[src/rtl/useq_pkg.sv]
package useq_pkg;

  localparam int ADDR_W = 8;
  localparam int WORD_W = 32;
  localparam int SEL_W  = 5;
  localparam int ALU_W  = 3;
  localparam int RW_W   = 2;
  localparam int COND_W = 3;
  localparam int DEPTH  = 1 << ADDR_W;
  localparam int SEL_N  = 1 << SEL_W;

  typedef logic [WORD_W-1:0] word_t;
  typedef logic [ADDR_W-1:0] uaddr_t;

  typedef struct packed {
    logic [SEL_W-1:0]  c_fld;
    logic [SEL_W-1:0]  a_fld;
    logic [SEL_W-1:0]  b_fld;
    logic [ALU_W-1:0]  alu_fld;
    logic              mar_fld;
    logic [RW_W-1:0]   rw_fld;
    logic [COND_W-1:0] cond_fld;
    uaddr_t            tgt_fld;
  } uinstr_t;

  typedef enum logic [COND_W-1:0] {
    CND_NEVER  = 3'd0,
    CND_ALWAYS = 3'd1,
    CND_ZERO   = 3'd2,
    CND_NEG    = 3'd3,
    CND_NZERO  = 3'd4,
    CND_NNEG   = 3'd5
  } cond_e;

  typedef enum logic [2:0] {
    PH_T1 = 3'b001,
    PH_T2 = 3'b010,
    PH_T3 = 3'b100
  } phase_e;

  function automatic word_t pack_word(input logic [COND_W-1:0] cnd, input uaddr_t tgt);
    uinstr_t w;
    w = '0;
    w.cond_fld = cnd;
    w.tgt_fld  = tgt;
    return word_t'(w);
  endfunction

  // Constant microprogram: a few branch words, everything else filler
  // whose fields are derived from the address and never branch.
  function automatic word_t ucode_word(input uaddr_t a);
    uinstr_t w;
    w.c_fld    = a[4:0];
    w.a_fld    = a[7:3];
    w.b_fld    = ~a[4:0];
    w.alu_fld  = a[2:0];
    w.mar_fld  = a[0];
    w.rw_fld   = a[2:1];
    w.cond_fld = CND_NEVER;
    w.tgt_fld  = a + 8'h55;
    case (a)
      8'h00: return 32'h304D_2000;
      8'h03: return pack_word(CND_ALWAYS, 8'h10);
      8'h12: return pack_word(CND_ZERO,   8'h20);
      8'h13: return pack_word(CND_ALWAYS, 8'h20);
      8'h20: return pack_word(CND_NEG,    8'h30);
      8'h21: return pack_word(CND_ALWAYS, 8'h30);
      8'h30: return pack_word(CND_NZERO,  8'h40);
      8'h31: return pack_word(CND_ALWAYS, 8'h40);
      8'h40: return pack_word(CND_NNEG,   8'h50);
      8'h41: return pack_word(CND_ALWAYS, 8'h50);
      8'h50: return pack_word(3'd6,       8'h60);
      8'h51: return pack_word(CND_ALWAYS, 8'h60);
      8'h60: return pack_word(CND_ZERO,   8'hFE);
      8'h61: return pack_word(CND_ALWAYS, 8'h12);
      default: return word_t'(w);
    endcase
  endfunction

endpackage

[src/rtl/useq_phase.sv]
module useq_phase
  import useq_pkg::*;
(
  input  logic   clk,
  input  logic   rst,
  output phase_e phase
);

  always_ff @(posedge clk) begin
    if (rst) begin
      phase <= PH_T1;
    end else begin
      case (phase)
        PH_T1:   phase <= PH_T2;
        PH_T2:   phase <= PH_T3;
        default: phase <= PH_T1;
      endcase
    end
  end

  p_phase_onehot_r2: assert property (@(posedge clk) disable iff (rst)
    $countones(phase) == 1);
  p_phase_t1_r2: assert property (@(posedge clk) disable iff (rst)
    phase == PH_T1 |=> phase == PH_T2);
  p_phase_t2_r2: assert property (@(posedge clk) disable iff (rst)
    phase == PH_T2 |=> phase == PH_T3);
  p_phase_t3_r2: assert property (@(posedge clk) disable iff (rst)
    phase == PH_T3 |=> phase == PH_T1);

endmodule

[src/rtl/useq_store.sv]
module useq_store
  import useq_pkg::*;
(
  input  uaddr_t addr,
  output word_t  rdata
);

  // Read-only microstore: the content is a constant function of the
  // address, so synthesis folds it into a ROM.
  always_comb rdata = ucode_word(addr);

endmodule

[src/rtl/useq_branch_mux.sv]
module useq_branch_mux
  import useq_pkg::*;
(
  input  logic [COND_W-1:0] cond,
  input  logic              alu_zero,
  input  logic              alu_neg,
  output logic              take
);

  always_comb begin
    case (cond)
      CND_ALWAYS: take = 1'b1;
      CND_ZERO:   take = alu_zero;
      CND_NEG:    take = alu_neg;
      CND_NZERO:  take = ~alu_zero;
      CND_NNEG:   take = ~alu_neg;
      default:    take = 1'b0;
    endcase
  end

endmodule

[src/rtl/useq_decode.sv]
module useq_decode #(
  parameter int IN_W = 5
) (
  input  logic [IN_W-1:0]       code,
  output logic [(1<<IN_W)-1:0]  sel
);

  localparam int OUT_W = 1 << IN_W;

  always_comb begin
    sel = '0;
    for (int k = 0; k < OUT_W; k++) begin
      if (code == IN_W'(k)) sel[k] = 1'b1;
    end
  end

endmodule

[src/rtl/useq_sequencer.sv]
module useq_sequencer
  import useq_pkg::*;
(
  input  logic        clk,
  input  logic        rst,
  input  logic        alu_zero_i,
  input  logic        alu_neg_i,
  output logic [2:0]  phase_o,
  output logic [7:0]  upc_o,
  output logic [31:0] uword_o,
  output logic [31:0] c_sel_o,
  output logic [31:0] a_sel_o,
  output logic [31:0] b_sel_o,
  output logic [2:0]  alu_fn_o,
  output logic        mar_ld_o,
  output logic [1:0]  mem_rw_o,
  output logic [2:0]  br_cond_o,
  output logic [7:0]  br_addr_o,
  output logic        br_take_o
);

  localparam int NFLD = 3;

  phase_e  phase_q;
  uaddr_t  upc_q;
  word_t   uword_q;
  word_t   rom_q;
  uinstr_t ui;
  logic    take;

  logic [SEL_W-1:0] fld_code [NFLD];
  logic [SEL_N-1:0] fld_sel  [NFLD];

  useq_phase i_phase (
    .clk   (clk),
    .rst   (rst),
    .phase (phase_q)
  );

  useq_store i_store (
    .addr  (upc_q),
    .rdata (rom_q)
  );

  assign ui = uinstr_t'(uword_q);

  useq_branch_mux i_bmux (
    .cond     (ui.cond_fld),
    .alu_zero (alu_zero_i),
    .alu_neg  (alu_neg_i),
    .take     (take)
  );

  assign fld_code[0] = ui.c_fld;
  assign fld_code[1] = ui.a_fld;
  assign fld_code[2] = ui.b_fld;

  for (genvar g = 0; g < NFLD; g++) begin : g_dec
    useq_decode #(.IN_W(SEL_W)) i_dec (
      .code (fld_code[g]),
      .sel  (fld_sel[g])
    );
  end

  always_ff @(posedge clk) begin
    if (rst) begin
      upc_q   <= '0;
      uword_q <= '0;
    end else begin
      case (phase_q)
        PH_T1: uword_q <= rom_q;
        PH_T2: upc_q   <= upc_q + 1'b1;
        PH_T3: if (take) upc_q <= ui.tgt_fld;
        default: ;
      endcase
    end
  end

  assign phase_o   = phase_q;
  assign upc_o     = upc_q;
  assign uword_o   = uword_q;
  assign c_sel_o   = fld_sel[0];
  assign a_sel_o   = fld_sel[1];
  assign b_sel_o   = fld_sel[2];
  assign alu_fn_o  = ui.alu_fld;
  assign mar_ld_o  = ui.mar_fld;
  assign mem_rw_o  = ui.rw_fld;
  assign br_cond_o = ui.cond_fld;
  assign br_addr_o = ui.tgt_fld;
  assign br_take_o = take;

  p_reset_r1: assert property (@(posedge clk)
    rst |=> (upc_q == '0 && uword_q == '0 && phase_q == PH_T1));
  p_fetch_r3: assert property (@(posedge clk) disable iff (rst)
    phase_q == PH_T1 |=> uword_q == $past(rom_q));
  p_mir_hold_r3: assert property (@(posedge clk) disable iff (rst)
    phase_q != PH_T1 |=> $stable(uword_q));
  p_upc_inc_r4: assert property (@(posedge clk) disable iff (rst)
    phase_q == PH_T2 |=> upc_q == uaddr_t'($past(upc_q) + 1'b1));
  p_upc_hold_r5: assert property (@(posedge clk) disable iff (rst)
    (phase_q == PH_T3 && !br_take_o) |=> $stable(upc_q));
  p_upc_branch_r5: assert property (@(posedge clk) disable iff (rst)
    (phase_q == PH_T3 && br_take_o) |=> upc_q == $past(br_addr_o));
  p_upc_t1_r5: assert property (@(posedge clk) disable iff (rst)
    phase_q == PH_T1 |=> $stable(upc_q));
  p_never_r7: assert property (@(posedge clk) disable iff (rst)
    (br_cond_o == 3'd0 || br_cond_o == 3'd6 || br_cond_o == 3'd7) |-> !br_take_o);
  p_csel_r8: assert property (@(posedge clk) disable iff (rst)
    phase_q == PH_T1 |=> c_sel_o == (32'd1 << $past(rom_q[31:27])));
  p_asel_onehot_r8: assert property (@(posedge clk) disable iff (rst)
    $countones(a_sel_o) == 1 && $countones(b_sel_o) == 1);

endmodule

[config.mk]
export PLATFORM = sky130hd
export DESIGN_NAME = useq_sequencer
export DESIGN_NICKNAME = d
export VERILOG_FILES = /design/src/rtl/useq_pkg.sv /design/src/rtl/useq_phase.sv /design/src/rtl/useq_store.sv /design/src/rtl/useq_branch_mux.sv /design/src/rtl/useq_decode.sv /design/src/rtl/useq_sequencer.sv
export SDC_FILE = /design/constraint.sdc
export NUM_CORES = 1
export LEC_CHECK = 0
export BUFFER_PORTS_ARGS = -buffer_cell sky130_fd_sc_hd__buf_2
export CAP_MARGIN = 20
export CORE_MARGIN = 4
export CORE_UTILIZATION = 51
export CTS_BUF_LIST = sky130_fd_sc_hd__clkbuf_4
export DETAILED_ROUTE_END_ITERATION = 8
export PLACE_DENSITY = 0.94
export SYNTH_ARGS = -nofsm -noshare
export SYNTH_HDL_FRONTEND = slang
export SYNTH_HIERARCHICAL = 1
export SYNTH_SLANG_ARGS = --single-unit
[constraint.sdc]
create_clock -name clk -period 3.7 [get_ports clk]
set_input_delay 0.74 -clock clk [delete_from_list [all_inputs] [get_ports clk]]
set_output_delay 0.74 -clock clk [all_outputs]
set_load 0.005 [all_outputs]
; ---- After elaboration in Yosys (flattened, before gate mapping)
; Index checks and enable logic that the tools add are counted.
[word_totals]
latchBits = 0
word_cells = 230
out_inout_bits = 157
romBits = 0
ff_bits = 43
mem_bits_rw = 0
memories = 0
input_bits = 4
[classes]
eq_ne = 115
shifts = 0
div_mod_pow = 0
muxes = 101
bitwise_logic = 3
reduce_logical = 6
n_addsub = 2
n_mul = 0
magnitude_cmp = 0
[op_table]
columns = op, n
row1 = $pmux 32 s14, 1
row2 = $eq 5x5->1 const B, 48
row3 = $eq 5x4->1 const B, 24
row4 = $mux 1, 96
row5 = $eq 5x3->1 const B, 12
row6 = $eq 8x7->1 const B, 6
row7 = $eq 8x6->1 const B, 4
row8 = $eq 5x2->1 const B, 6
row9 = $eq 8x5->1 const B, 2
row10 = $pmux 8 s2, 1
row11 = $eq 5x1->1 const B, 3
row12 = $logic_not 5->1, 3
row13 = $eq 3x2->1 const B, 3
row14 = $eq 3x3->1 const B, 3
row15 = $add 8x1->8 const B, 1
row16 = $add 8x7->8 const B, 1
row17 = $eq 8x2->1 const B, 1
row18 = $logic_not 8->1, 1
row19 = $mux 8, 1
row20 = $eq 3x1->1 const B, 2
row21 = $pmux 3 s2, 1
row22 = $not 5->5, 1
row23 = $pmux 1 s5, 1
row24 = $ne 2x2->1 const B, 1
row25 = other kinds (3), 4

; ---- Depth between registers and ports, before layout
; Gate-level depths: netlist of the first run.
[logic_depth]
word_depth = 4
depth_mapped = 12
ltp_nobuf = 9

; ---- Cells and area by module
; The synthesis of the first run kept the hierarchy.
[by_module_without_submodules]
columns = mod, cells_each, instances, area_per_inst_um2, seq_area_each_um2
row1 = useq_sequencer, 223, 1, 1736.7, 800.8
row2 = useq_decode, 47, 3, 221.5, 0.0
row3 = useq_store, 104, 1, 648.1, 0.0
row4 = useq_phase, 7, 1, 92.6, 60.1
row5 = useq_branch_mux, 5, 1, 42.5, 0.0

; ---- Worst setup path before layout of the first run
; Ideal clock, no wire load.
[synth_timing]
path_kind = input -> output
startpoint = input port alu_zero_i
endpoint = output port br_take_o
arrival_ps = 1407
required_time_ps = 2960
path_stages = 2
slack_ps = 1553
n_path_buf = 0
cell_sequence = nor4bb_1 or4_1
[synth_between]
elab_chain_len = 2
[synth_rtl]
columns = item, line_no
row1 = "start, declared", useq_sequencer.sv:6  ; input logic alu_zero_i,
row2 = $not 1->1, useq_branch_mux.sv:15  ; CND_NZERO: take = ~alu_zero;
row3 = $pmux 1 s5 *, useq_branch_mux.sv:11  ; case (cond)
row4 = "end, declared", useq_sequencer.sv:19  ; output logic br_take_o
; Mark *: on every way between the ends. The rest lies on a longest branch, timed or not.

; ---- Final worst setup path of the first run
[layout_timing]
startpoint = register upc_q[1] (netlist: upc_o[1])
endpoint = register uword_q[2] (netlist: uword_o[2])
[layout_between]
elab_chain_len = 2
word_cells_on_any_way = 16
classes_between = 1 x add/sub / 13 x eq/ne / 1 x mux / 1 x reduce/logical
[layout_rtl]
columns = item, line_no
row1 = "start, declared", useq_sequencer.sv:25  ; uaddr_t upc_q;
row2 = "start signal, assigned", useq_sequencer.sv:72  ; PH_T2: upc_q <= upc_q + 1'b1;
row3 = "start signal, assigned", useq_sequencer.sv:73  ; PH_T3: if (take) upc_q <= ui.tgt_fld;
row4 = $add 8x7->8 (tied with other cells), useq_pkg.sv:60  ; w.tgt_fld = a + 8'h55;
row5 = $pmux 32 s14 *, useq_pkg.sv:61  ; case (a)
row6 = named net rom_q[2], useq_sequencer.sv:27  ; word_t rom_q;
row7 = "end signal, assigned", useq_sequencer.sv:71  ; PH_T1: uword_q <= rom_q;
row8 = "end, declared", useq_sequencer.sv:26  ; word_t uword_q;
; Mark *: on every way through the listed nets, which the timed path passes. The rest lies on a longest branch.
; A chain may end at the register's enable or synchronous reset.

==> flow_metrics.tcl, run 1 <==
set metrics [dict create \
    fp.coreArea_um2 5990 \
    synth_top_flop_cell "dfxtp_1" \
    drtAntennaViolNets 0 \
    remaining_drc_errors 0 \
    clk_latency_ps 370 \
    pre_cts_ws_ps 1220 \
    tightest_slew_ps 797 \
    rsz0062_at_grt "no" \
    drive_above_1_share 0.322 \
    layout_setup_ws_ps 1150 \
    wl_per_cell_um 13.9 \
    cts_tree "yes" \
    leakagePower_nw 1.91 \
    most-common-layout-cells "buf_2, nor2_1, nand2_1" \
    muxShareOfSynthArea 0.00943 \
    report.final.slew_viol_count 0 \
    dpl.hpwl_um 6900 \
    finalCritPeriodShare 0.688 \
    finalSetupViolations 0 \
    antenna_cells 0 \
    antenna_found_initial 0 \
    synthesis.nets 489 \
    cp_num_cells 9 \
    initialDrtViolationCount 223 \
    hp-class "reg2reg" \
    ys_seq_area_frac 0.270 \
    clk_path_buf_depth 2 \
    grt_pass1_wl_um 14700 \
    path_clk_slew_ps 140 \
    wirelength_um 9330 \
    start_util 0.532 \
    grt_max_degree 44 \
    cts_resized 0 \
    syn_avg_cell_area_um2 6.63 \
    critPathTopFamily "simple AND/OR/NAND/NOR gates" \
    maxSlewHeadroom 0.468 \
    path_max_fanout 15 \
    r2r_cells 9 \
    cts_root_buf "clkbuf_4" \
    holdWs_ps 481 \
    arrival_ps 2780 \
    grt_usage 0.231 \
    dieArea_um2 7570 \
    reg2reg_from "upc_o[1]" \
    grt_pass1_vias 3052 \
    viasPerCell 5.42 \
    cts.htree.levels 2 \
    synth_compound_area_frac 0.158 \
    synth_xor_area_frac 0.0220 \
    fin_setup_tns_ps 0 \
    ioPinCount 161 \
    area_growth_pct 21.3 \
    gp_congestion 0.962 \
    power_density_nw_per_um2 377 \
    cp-startpoint "upc_o[1]" \
    power_w 0.00146 \
    path_buf_inv 1 \
    synthAdderAreaFrac 0.0196 \
    slowest_stage "nor2_2" \
    status "completed" \
    path_class "reg2reg" \
    yosysWarnings 6 \
    vdd.ir_drop.worst_uv 343 \
    async_flop_share 0 \
    die_w_um 87.0 \
    cts_sinks 43 \
    synth_top_family_by_area "simple AND/OR/NAND/NOR gates" \
    max_freq_mhz 393 \
    dieHeight_um 87.0 \
    skew_ps 12.4 \
    post-cts-setup-buffers 0 \
    worstPathRequired_ps 3930 \
    fp-row-count 28 \
    final_common_cell "buf_2" \
    slowest_delay_ps 510 \
    report.final.hold_viol_count 0 \
    cts_made_buffers 5 \
    synth-seq-cells 43 \
    synthCells 480 \
    via_count 3640 \
    whs_path_depth 2 \
    synth_area_um2 3180 \
    worstHoldStart "uword_o[12]" \
    first_pass_iters 5 \
    synth_edf_count 0 \
    synthSimpleGateAreaFrac 0.413 \
    synth_cell_type_count 50 \
    cap_violations 0 \
    port_buffers 160 \
    hold_buffers 0 \
    fin_crit_ps 2550 \
    endpoint_kind "flip-flop" \
    fin_nets 604 \
    start_kind "flip-flop" \
    gr-total-overflow 0 \
    path_cells "inv_1 -> ha_1 -> nor2_1 -> o22a_1 -> o22a_2 -> nor2_2 -> o21ai_0 -> nand2_1 -> a21oi_1" \
]
[worst min-delay path, stage by stage, from the launching register on]
cell     delay, ps
dfxtp_1        340
nand2_1         50
a21oi_1         50
[kinds of logic (layout without fill, tap and decap cells)]
family / count (synthesis) / in the layout
flip-flops: 43 / 43
XOR/XNOR: 8 / 8
multiplexers: 3 / 3
AO/OA/AOI/OAI: 88 / 88
buffers and inverters: 60 / 176
adder cells (fa/ha/maj): 5 / 5
AND/OR/NAND/NOR: 273 / 273
[synth_stat cells, types with 6 or more instances]
| cell | n | share of area |
|---|---|---|
| a21oi_1 | 43 | 0.068 |
| and2_1 | 7 | 0.014 |
| buf_2 | 11 | 0.017 |
| buf_4 | 22 | 0.052 |
| clkbuf_1 | 19 | 0.022 |
| dfxtp_1 | 43 | 0.27 |
| nand2_1 | 73 | 0.086 |
| nand2b_1 | 10 | 0.020 |
| nand3_1 | 9 | 0.014 |
| nand3b_1 | 10 | 0.024 |
| nor2_1 | 116 | 0.14 |
| nor3_1 | 6 | 0.0094 |
| o21ai_0 | 20 | 0.031 |
| or3_1 | 7 | 0.014 |
| or3b_4 | 9 | 0.032 |
[state kept, by name, indices dropped and copies added (netlist names)]
register / cells
uword_o: 32
i_phase/phase: 3
upc_o: 8
[where the power goes]
part           total [W]  switching (W)  leakage, nW  internal [W]
Clock           0.000248       0.000172       0.0278     0.0000762
Combinational   0.000606       0.000361         1.53      0.000244
Sequential      0.000602      0.0000879        0.349      0.000514
[path summary, 6_finish.rpt]
path / endpoint / slack (ps)
max: uword_o[2] / 1150
min: uword_o[12] / 480
max reg2reg: uword_o[2] / 1150
min reg2reg: uword_o[12] / 480
[area by class of cell]
class,instances,area [um2]
Fill cell,522,2130
Multi-Input combinational cell,377,1980
Sequential cell,43,861
Timing Repair Buffer,163,847
Tap cell,75,93.8
Clock buffer,5,37.5
Clock inverter,3,23.8
Inverter,5,18.8
[stage by stage]
stage | instances | util | cell area, um2
2_1_floorplan | 480 | - | 3180
6_report | 671 | 0.645 | 3860
4_1_cts | 669 | 0.638 | 3820
5_1_grt | 671 | 0.645 | 3860
3_3_place_gp | 661 | 0.628 | 3760
3_5_place_dp | 661 | 0.628 | 3760
[layer usage]
| metal | global-route usage | vias up | part of all wire |
|---|---|---|---|
| li1 | - | 1793 | - |
| met1 | 0.308 | 1678 | 0.40 |
| met2 | 0.398 | 158 | 0.50 |
| met3 | 0.0331 | 11 | 0.084 |
| met4 | 0.0453 | 0 | 0.014 |
| met5 | 0 | - | 0 |
Power figures use the tool's default switching activity.
==> run 2: changes to the inputs <==
Settings changed: CORE_UTILIZATION 51 to 43, PLACE_DENSITY 0.94 to 0.85.
Clock period 3.7 ns to 2.18 ns, I/O delays scaled along.
==> flow_metrics.tcl, run 2 (synthesis results as in run 1) <==
set metrics [dict create \
    grt_max_degree 44 \
    max_freq_mhz 485 \
    drive_above_1_share 0.342 \
    fin_setup_tns_ps 0 \
    via_count 3664 \
    hold_buffers 0 \
    cts_made_buffers 5 \
    power_density_nw_per_um2 639 \
    grt_usage 0.205 \
    power_w 0.00256 \
    start_util 0.441 \
    largest_register_ffs 32 \
    cts.htree.levels 2 \
    antenna_cells 0 \
    skew_ps 15.1 \
    cap_violations 0 \
    gp_congestion 0.928 \
    r2r_slack_ps 180 \
    wirelength_um 9730 \
    wl_per_cell_um 13.7 \
    rsz0062_at_grt "no" \
    path_clk_slew_ps 110 \
    first_pass_iters 5 \
    post-cts-setup-buffers 0 \
    final_area_um2 4000 \
    dieArea_um2 8850 \
    drt-met1-wl_um 4170 \
    wl_met3_um 826 \
    start_kind "flip-flop" \
    holdWs_ps 477 \
    drtAntennaViolNets 0 \
    die_w_um 94.1 \
    most-common-layout-cells "buf_2, nor2_1, nand2_1" \
    initialDrtViolationCount 204 \
    path_class "reg2out" \
    maxSlewHeadroom 0.498 \
    cts_root_buf "clkbuf_4" \
    slowest_delay_ps 520 \
    hp-class "reg2reg" \
    tightest_slew_ps 752 \
    cts_sinks 43 \
    viasPerCell 5.18 \
    dpl.hpwl_um 7280 \
    antenna_found_initial 0 \
    fp-row-count 31 \
    fp.coreArea_um2 7210 \
    top_layer "met4" \
    clk_path_buf_depth 2 \
    grt_pass1_wl_um 15100 \
    met2_length_um 4670 \
    r2r_cells 10 \
    fin_crit_ps 2060 \
    area_growth_pct 25.7 \
    grt_pass1_vias 3181 \
    vdd.ir_drop.worst_uv 455 \
    port_buffers 160 \
    finalCritPeriodShare 0.946 \
    ioPinCount 161 \
    worstPathRequired_ps 1740 \
    cts_tree "yes" \
    nFillCells 729 \
    arrival_ps 1630 \
    path_cells "and3b_1 -> or4_1 -> buf_2" \
    remaining_drc_errors 0 \
    clk_latency_ps 350 \
    gr-total-overflow 0 \
    leakagePower_nw 1.99 \
    status "completed" \
    endpoint_kind "primary output" \
    report.final.slew_viol_count 0 \
    finalSetupViolations 0 \
    path_max_fanout 6 \
    slowest_stage "or4_1" \
    report.final.hold_viol_count 0 \
    whs_path_depth 2 \
    dpl_cell_area_um2 3920 \
    fin_nets 617 \
    dieHeight_um 94.1 \
    final_common_cell "buf_2" \
]
-- run 2: changes by cell type in the layout (fill, tap and decap cells not counted), moves of 2 or more --
cell	change
buf_4	+14
clkinvlp_4	-2
dfxtp_1	-2
dfxtp_2	+2
-- run 2: critical path: cells and delay by family, from the launching register on --
family | cells | cell delay, ps
buffers and inverters | 1 | 150
and+or+nand+nor | 2 | 710
DFF | 1 | 420
-- run 2: path summary, 6_finish.rpt --
kind	start	endpoint
worst max register to register	upc_o[1]	uword_o[4]
worst min-delay path	uword_o[15]	uword_o[15]
worst max-delay path	uword_o[10]	br_take_o
worst min register to register	uword_o[15]	uword_o[15]
-- run 2: what timing repair did --
item	CTS	global route
resized for setup	0	4
hold endpoints to repair	0	0
endpoints found under the setup margin	0	4
-- run 2: stage by stage --
step,setup slack [ps],utilization,cells
floorplan,125,-,480
global placement,161,0.543,700
detailed placement,111,0.543,700
CTS,88.6,0.553,708
global route,1.62,0.555,708
finish,117,0.555,708
-- run 2: metal layers --
metal / track usage / vias to the layer above
met2: 0.360 / 162
met3: 0.0369 / 7
met5: 0 / -
met1: 0.263 / 1669
met4: 0.0361 / 0
li1: - / 1826
-- run 2: where the power goes --
group          total, W  switching, W  internal [W]
clock network  0.000492      0.000256      0.000236
logic           0.00105      0.000619      0.000429
registers       0.00102      0.000144      0.000874
-- run 2: final cells by class --
type	instances	area, um2	share of cell area
Multi-Input combinational cell	377	1990	0.496
Timing Repair Buffer	176	933	0.233
Sequential cell	43	863	0.216
Tap cell	99	124	0.0310
Clock inverter	3	38.8	0.00969
Clock buffer	5	37.5	0.00938
Inverter	5	18.8	0.00469
==> run 3: changes to the inputs <==
Settings changed: CORE_UTILIZATION 43 to 32, PLACE_DENSITY 0.85 to 0.68.
==> flow_metrics.tcl, run 3 (synthesis results as in run 1) <==
set metrics [dict create \
    grt_usage 0.169 \
    tightest_slew_ps 786 \
    wl_per_cell_um 13.7 \
    drtAntennaViolNets 0 \
    dieHeight_um 108 \
    critPathTopFamily "simple AND/OR/NAND/NOR gates" \
    most-common-layout-cells "buf_2, nor2_1, nand2_1" \
    slowest_delay_ps 540 \
    finalCritPeriodShare 0.949 \
    combPwrFrac 0.430 \
    worstPathRequired_ps 1740 \
    fin_setup_tns_ps 0 \
    vdd.ir_drop.worst_uv 376 \
    remaining_drc_errors 0 \
    r2r_cells 10 \
    antenna_found_initial 0 \
    power.share.switching 0.426 \
    seq_power_share 0.407 \
    whs_path_depth 2 \
    path_clk_slew_ps 130 \
    path_buf_inv 1 \
    dpl.cell_count 740 \
    grt_pass1_vias 3187 \
    antenna_cells 0 \
    arrival_ps 1630 \
    path_max_fanout 6 \
    gp_congestion 0.848 \
    via_count 3619 \
    power_density_nw_per_um2 617 \
    worstHoldStart "uword_o[12]" \
    path_cells "and3b_1 -> or4_1 -> buf_2" \
    worstReg2RegEnd "uword_o[2]" \
    layout.cells.non_filler 748 \
    post-cts-setup-buffers 0 \
    start_kind "flip-flop" \
    ioPinCount 161 \
    report.final.hold_viol_count 0 \
    dieArea_um2 11600 \
    nFillCells 1042 \
    port_buffers 160 \
    viasPerCell 4.84 \
    fp.coreArea_um2 9730 \
    dpl.hpwl_um 7860 \
    cts_root_buf "clkbuf_4" \
    internal-power_w 0.00144 \
    leakagePower_nw 2.00 \
    cap_violations 0 \
    endpoint_kind "primary output" \
    maxSlewHeadroom 0.476 \
    reg2reg_from "upc_o[1]" \
    clk_latency_ps 370 \
    hp-class "reg2reg" \
    first_pass_iters 4 \
    start_util 0.327 \
    cts_made_buffers 5 \
    final_common_cell "buf_2" \
    finalSetupViolations 0 \
    r2r_slack_ps 190 \
    wirelength_um 10300 \
    gr-total-overflow 0 \
    fp-row-count 36 \
    largest_register_ffs 32 \
    area_growth_pct 28.0 \
    cts.htree.levels 2 \
    clk_path_buf_depth 2 \
    path_class "reg2out" \
    slowest_stage "or4_1" \
    min_to "uword_o[12]" \
    max_freq_mhz 483 \
    grt_max_degree 44 \
    cts_sinks 43 \
    rsz0062_at_grt "no" \
    p_sw_w 0.00107 \
    skew_ps 4.51 \
    power.share.clock 0.163 \
    fin_crit_ps 2070 \
    power_w 0.00251 \
    cts_tree "yes" \
    initialDrtViolationCount 313 \
    grt_pass1_wl_um 16200 \
    drive_above_1_share 0.354 \
    report.final.slew_viol_count 0 \
    status "completed" \
    fin_nets 623 \
    die_w_um 108 \
]
-- run 3: tightest hold or removal path, delay by kind of cell, from the launching register on --
family,cells,cell delay (ps)
AO/OA/AOI/OAI,1,50
flip-flops,1,340
AND/OR/NAND/NOR,1,50
-- run 3: worst max path at each step --
stage | from | to | slack (ps) | cells past startpoint
after CTS | uword_o[10] | br_take_o | 30 | 3
after global placement | alu_zero_i | upc_o[3] | 140 | 7
after detailed placement | alu_zero_i | upc_o[3] | 90 | 7
final | uword_o[10] | br_take_o | 110 | 3
after global routing | uword_o[10] | br_take_o | 10 | 3
after floorplan | upc_o[0] | uword_o[17] | 130 | 12
-- run 3: power groups by stage --
stage	sequential, W	clock (W)	combinational [W]
after CTS	0.00102	0.000423	0.00108
after global placement	0.00104	0	0.00107
final	0.00102	0.000410	0.00108
after floorplan	0.00102	0	0.000724
after global routing	0.00105	0.000463	0.00121
after detailed placement	0.00104	0	0.00108
-- run 3: cell type report --
type | instances | area [um2] | share of cell area
inverters | 5 | 18.8 | 0.00461
clock buffers | 5 | 37.5 | 0.00921
clock inverters | 3 | 20.0 | 0.00491
repair buffers | 182 | 978 | 0.240
multi-input cells | 377 | 1990 | 0.488
flip-flops and latches | 43 | 866 | 0.212
well taps | 133 | 166 | 0.0408
-- run 3: stage by stage --
stage / worst slack [ps] / instance area, um2 / util / hold slack (ps)
after floorplan: 125 / 3180 / - / 466
after global placement: 142 / 4000 / 0.412 / 461
after detailed placement: 88.2 / 4000 / 0.412 / 462
after CTS: 31.7 / 4060 / 0.417 / 483
after global routing: 11.9 / 4080 / 0.419 / 504
final: 111 / 4080 / 0.419 / 479
-- run 3: timing repair --
item	CTS	global route
hold buffers	0	0
resized for setup	0	7
setup endpoints to repair	0	15
hold endpoints to repair	0	0
-- run 3: layer usage --
layer,global-route usage,part of all wire,vias up
li1,-,-,1837
met2,0.295,0.48,121
met4,0.0225,0.0031,0
met3,0.0360,0.064,2
met1,0.218,0.45,1659
met5,0,0,-
